**config.mk**
```make
export PLATFORM = sky130hd
export DESIGN_NAME = clkout_sel
export DESIGN_NICKNAME = d
export VERILOG_FILES = /design/src/rtl/clkout_sel_pkg.sv /design/src/rtl/clkout_divchain.sv /design/src/rtl/clkout_ctrl.sv /design/src/rtl/clkout_dpath.sv /design/src/rtl/clkout_sel.sv
export SDC_FILE = /design/constraint.sdc
export NUM_CORES = 1
export LEC_CHECK = 0
export ABC_AREA = 0
export CAP_MARGIN = 20
export CELL_PAD_IN_SITES_DETAIL_PLACEMENT = 0
export CELL_PAD_IN_SITES_GLOBAL_PLACEMENT = 1
export CORE_MARGIN = 2
export CORE_UTILIZATION = 39
export DETAILED_ROUTE_END_ITERATION = 8
export PLACE_DENSITY = 0.8
export SETUP_SLACK_MARGIN = 0.5
export SLEW_MARGIN = 10
export SYNTH_ARGS = -nofsm -noshare
export SYNTH_HDL_FRONTEND = slang
export SYNTH_SLANG_ARGS = --single-unit
export TNS_END_PERCENT = 10
```
**constraint.sdc**
```tcl
create_clock -name clk -period 1.5 [get_ports clk]
set_input_delay 0.45 -clock clk [delete_from_list [all_inputs] [get_ports clk]]
set_output_delay 0.45 -clock clk [all_outputs]
set_load 0.03 [all_outputs]
```
**src/rtl/clkout_sel_pkg.sv**
```systemverilog
package clkout_sel_pkg;

  typedef enum logic [2:0] {
    PM_ACTIVE    = 3'd0,
    PM_SLEEP     = 3'd1,
    PM_WATCH     = 3'd2,
    PM_SUBACTIVE = 3'd3,
    PM_SUBSLEEP  = 3'd4,
    PM_STANDBY   = 3'd5
  } pwrMode_e;

  // Strobes from control to datapath
  typedef struct packed {
    logic       gateOpen;   // chosen source may reach the pin
    logic       fromWatch;  // divided taps come from the watch chain
    logic       rawWatch;   // bypass: undivided watch clock
    logic [1:0] tapIdx;     // 0 -> /32 ... 3 -> /4
  } outCtl_t;

endpackage

```
**src/rtl/clkout_divchain.sv**
```systemverilog
module clkout_divchain #(
  parameter int CNT_W = 6
) (
  input  logic             clk,
  input  logic             rstN,
  input  logic             tick,
  output logic [CNT_W-1:0] phase
);

  localparam logic [CNT_W-1:0] ONE = CNT_W'(1);

  always_ff @(posedge clk or negedge rstN) begin
    if (!rstN) phase <= '0;
    else if (tick) phase <= phase + ONE;
  end


  phase_step_chk: assert property (@(posedge clk) disable iff (!rstN)
    tick |=> phase == $past(phase) + ONE);


  phase_hold_chk: assert property (@(posedge clk) disable iff (!rstN)
    !tick |=> $stable(phase));

endmodule

```
**src/rtl/clkout_ctrl.sv**
```systemverilog
module clkout_ctrl
  import clkout_sel_pkg::*;
#(
  parameter int FIELD_W = 3
) (
  input  logic               clk,
  input  logic               rstN,
  input  logic [2:0]         pwrMode,
  input  logic               wrEn,
  input  logic [FIELD_W-1:0] wrField,
  input  logic               wrAlt,
  input  logic               wrOe,
  output outCtl_t            ctl
);

  logic [FIELD_W-1:0] selField;
  logic               selAlt;
  logic               selOe;
  pwrMode_e           modeNow;
  logic               sysAvail;
  logic               watchDivAvail;
  logic               srcAvail;

  always_ff @(posedge clk or negedge rstN) begin
    if (!rstN) begin
      selField <= '0;
      selAlt   <= 1'b0;
      selOe    <= 1'b0;
    end else if (wrEn) begin
      selField <= wrField;
      selAlt   <= wrAlt;
      selOe    <= wrOe;
    end
  end

  always_comb begin
    modeNow       = pwrMode_e'(pwrMode);
    sysAvail      = (modeNow == PM_ACTIVE) || (modeNow == PM_SLEEP);
    watchDivAvail = (pwrMode <= 3'(PM_SUBSLEEP));
    if (selAlt)                 srcAvail = 1'b1;
    else if (selField[FIELD_W-1]) srcAvail = watchDivAvail;
    else                        srcAvail = sysAvail;
    ctl.gateOpen  = selOe && srcAvail;
    ctl.fromWatch = selField[FIELD_W-1];
    ctl.rawWatch  = selAlt;
    ctl.tapIdx    = selField[1:0];
  end


  sel_hold_chk: assert property (@(posedge clk) disable iff (!rstN)
    !wrEn |=> $stable({selField, selAlt, selOe}));


  sys_mode_chk: assert property (@(posedge clk) disable iff (!rstN)
    (ctl.gateOpen && !ctl.rawWatch && !ctl.fromWatch) |-> (pwrMode < 3'd2));


  oe_gate_chk: assert property (@(posedge clk) disable iff (!rstN)
    !selOe |-> !ctl.gateOpen);

endmodule

```
**src/rtl/clkout_dpath.sv**
```systemverilog
module clkout_dpath
  import clkout_sel_pkg::*;
#(
  parameter int CNT_W = 6,
  parameter int TAP_N = 4
) (
  input  logic    clk,
  input  logic    rstN,
  input  logic    sysTick,
  input  logic    watchTick,
  input  outCtl_t ctl,
  output logic    clkOut
);

  localparam int SRC_N = 2;

  logic [SRC_N-1:0] srcTick;
  logic [CNT_W-1:0] srcPhase [SRC_N];
  logic [TAP_N-1:0] sysTaps;
  logic [TAP_N-1:0] watchTaps;
  logic             divPick;
  logic             nextOut;

  assign srcTick = {watchTick, sysTick};

  for (genvar s = 0; s < SRC_N; s++) begin : g_src
    clkout_divchain #(.CNT_W(CNT_W)) u_chain (
      .clk   (clk),
      .rstN  (rstN),
      .tick  (srcTick[s]),
      .phase (srcPhase[s])
    );
  end

  // tap i divides by 2^(CNT_W-1-i)
  for (genvar i = 0; i < TAP_N; i++) begin : g_tap
    assign sysTaps[i]   = srcPhase[0][CNT_W-1-i];
    assign watchTaps[i] = srcPhase[1][CNT_W-1-i];
  end

  always_comb begin
    divPick = ctl.fromWatch ? watchTaps[ctl.tapIdx] : sysTaps[ctl.tapIdx];
    if (!ctl.gateOpen)    nextOut = 1'b0;
    else if (ctl.rawWatch) nextOut = srcPhase[1][0];
    else                  nextOut = divPick;
  end

  always_ff @(posedge clk or negedge rstN) begin
    if (!rstN) clkOut <= 1'b0;
    else       clkOut <= nextOut;
  end


  gate_low_chk: assert property (@(posedge clk) disable iff (!rstN)
    !ctl.gateOpen |=> !clkOut);


  raw_follow_chk: assert property (@(posedge clk) disable iff (!rstN)
    (ctl.gateOpen && ctl.rawWatch) |=> clkOut == $past(srcPhase[1][0]));


  out_reg_chk: assert property (@(posedge clk) disable iff (!rstN)
    clkOut |-> $past(ctl.gateOpen));

endmodule

```
**src/rtl/clkout_sel.sv**
```systemverilog
module clkout_sel
  import clkout_sel_pkg::*;
#(
  parameter int DIV_LOG2_MAX = 5,
  parameter int FIELD_W      = 3
) (
  input  logic               clk,
  input  logic               rstN,
  input  logic               sysTick,
  input  logic               watchTick,
  input  logic [2:0]         pwrMode,
  input  logic               wrEn,
  input  logic [FIELD_W-1:0] wrField,
  input  logic               wrAlt,
  input  logic               wrOe,
  output logic               clkOut
);

  localparam int CNT_W = DIV_LOG2_MAX + 1;
  localparam int TAP_N = 1 << (FIELD_W - 1);

  outCtl_t ctl;

  clkout_ctrl #(.FIELD_W(FIELD_W)) u_ctrl (
    .clk     (clk),
    .rstN    (rstN),
    .pwrMode (pwrMode),
    .wrEn    (wrEn),
    .wrField (wrField),
    .wrAlt   (wrAlt),
    .wrOe    (wrOe),
    .ctl     (ctl)
  );

  clkout_dpath #(.CNT_W(CNT_W), .TAP_N(TAP_N)) u_dpath (
    .clk       (clk),
    .rstN      (rstN),
    .sysTick   (sysTick),
    .watchTick (watchTick),
    .ctl       (ctl),
    .clkOut    (clkOut)
  );

endmodule

```
==> results.cfg <==
[clock_tree]
cts_buffer_depth = 2
hold_buffers = 0
h-tree-depth = 1
clock_latency_ps = 280
cts_root_buffer = clkbuf_4
cts_tree = built
cts_buffers = 3
clk_pin_slew_ps = 90
cts_sinks = 18

[setup_path]
ff2ff_setup_slack_ps = 320
timing.rr.start = u_ctrl.selField[0]
r2r.worst_path.cells = 3
required_ps = 1050
critical_path.top_delay_family = flip-flops
slowest_delay_ps = 380
reg2reg_to = u_dpath.clkOut
path_max_fanout = 1
crit_path_cell_trace = buf_6
cp_slowest_cell = dfrtp_1
endpoint_kind = primary output
crit_start = u_dpath.clkOut
critPathArrivalTime_ps = 790
cp-start-kind = flip-flop
path_class = flip-flop to primary output
path_buf_inv = 1

[finish]
fin_cells = 110
layout_common_cells = dfrtp_1, clkdlybuf4s50_1, nand2_1, mux2_2, xnor2_1
drive_above_1_share = 0.193
design_area_mm2 = 0.00101
fillers = 180
final_net_count = 100
multi_input_area_um2 = 325
seq_area_um2 = 450
layout_commonest_cell = dfrtp_1
antenna_cells = 0
syn_to_final_growth_pct = 28.5

[worst_hold_path]
holdCritStartpoint = u_dpath.g_src[1].u_chain.phase[5]
hold-path-endpoint = u_dpath.g_src[1].u_chain.phase[5]
hold_path.class = flip-flop to flip-flop
holdPathStages = 1

[logic_synthesis]
synthDistinctLibCells = 17
ys_seq_elements = 18
synth_compound_area_frac = 0.0525
ys_warn_count = 0
synth_top_area_frac = 0.572
synth.area.top_cells = dfrtp_1, mux2_2, xnor2_1
synth_top_family_by_area = multiplexers
synth_fa_ha_area_frac = 0.0318
syn_area_um2 = 787
syn_inst = 62
ys_seq_area_frac = 0.572
synthXorXnorAreaFrac = 0.111
syn-num-nets = 77
synthMuxAreaShare = 0.132
yosys.area_share.simple = 0.0906
avgSynthCellArea_um2 = 12.7
yosysTopAreaCell = dfrtp_1

[timing]
min_period_ps = 1240
tightestPinTransition_ps = 223
hold_viol = 0
period_share = 0.829
rsz0062_at_grt = yes
setup_viol_count_final = 0
fin_skew_ps = 2.08
max_clock_freq_ghz = 0.805
maxSlewViolCount = 0
fin_hold_ws_ps = 470
max_slew_margin = 0.851

[status]
status = finished, final reports clean

[placed_design]
hpwlAfterDp_um = 996
placement.io_buffers = 13
dpl_cell_area_um2 = 985
gp_congestion = 0.740
dp_cells = 107

[global_route]
grt_overflow = 0
grt_pass1_wl_um = 2210
antenna_found_initial = 0
grt_max_degree = 19
grt_usage = 0.120
grt_pass1_vias = 532

[die]
die_h_um = 48.9
start_util = 0.405
core-area_mm2 = 0.00194
die_width_um = 48.9
rows = 16
die_area_mm2 = 0.00239
ioPinCount = 14

[pwr]
p_leak_nw = 0.445
power_mw = 1.51
p_per_area_mw_per_mm2 = 1490
ir_drop_mv = 0.992

[drt]
drt_iter0_drc = 1
routedWlPerCell_um = 11.2
drt-total-wl_um = 1230
routed-via-count = 514
ant_nets = 0
firstDrtPassIters = 2
route.detailed.drc = 0
vias_per_cell = 4.67

[job]
cap_violations = 0
power by group:
part | switching, mW | total [mW] | internal, mW
Combinational | 0.162 | 0.432 | 0.270
Clock | 0.129 | 0.222 | 0.0930
Sequential | 0.182 | 0.856 | 0.673
timing repair:
action                                  CTS  global route
buffers inserted                          0             0
gates resized for setup                   7             1
pin swaps                                 0             2
endpoints found under the setup margin   19            19
final cells by class:
| cell class | count | area share |
|---|---|---|
| sequential | 18 | 0.446 |
| multi-input combinational | 42 | 0.322 |
| timing repair buffer | 18 | 0.170 |
| tap | 27 | 0.0334 |
| clock buffer | 3 | 0.0223 |
| inverter | 2 | 0.00743 |
registers in the layout, summed over array words and instances, names as in the netlist:
register                     flops
u_ctrl.selField                  3
u_dpath.g_src.u_chain.phase     12
u_ctrl.selOe                     1
u_dpath.clkOut                   1
u_ctrl.selAlt                    1
Yosys cell counts, drive strengths merged:
library cell  count
a21oi             1
nand2b            1
inv               2
mux2i             1
xor2              4
or3               1
a31oi             2
xnor2             6
nand2             7
o221ai            1
o21ai             3
mux4              1
mux2              6
nand4             4
ha                2
nor2              2
dfrtp            18
cells by family after synthesis:
logic type | Yosys count
flip-flops | 18
adder cells (fa/ha/maj) | 2
XOR/XNOR | 10
AND/OR/NAND/NOR | 15
buffers and inverters | 2
multiplexers | 8
AO/OA/AOI/OAI | 7
worst max path at each step:
| stage | end | depth (start not counted) |
|---|---|---|
| finish | clkOut | 1 |
| global route | clkOut | 1 |
| CTS | clkOut | 1 |
| detailed placement | u_dpath.g_src[0].u_chain.phase[5] | 4 |
| global placement | u_dpath.g_src[1].u_chain.phase[5] | 4 |
| floorplan | u_dpath.clkOut | 3 |
per-stage QoR:
stage               setup WS, ps  TNS (ps)  utilization
floorplan                    365         0            -
global placement           -17.0     -17.0        0.507
detailed placement         -19.5     -28.7        0.507
CTS                          242         0        0.519
global route                 213         0        0.521
finish                       257         0        0.521
metal layers:
| metal | wire length, um | global-route usage | vias to the layer above |
|---|---|---|---|
| met5 | 0 | 0 | - |
| met4 | 8 | 0.0571 | 0 |
| met3 | 22 | 0.0184 | 2 |
| met2 | 660 | 0.205 | 3 |
| met1 | 541 | 0.149 | 250 |
| li1 | - | - | 259 |
Power figures use the tool's default switching activity.
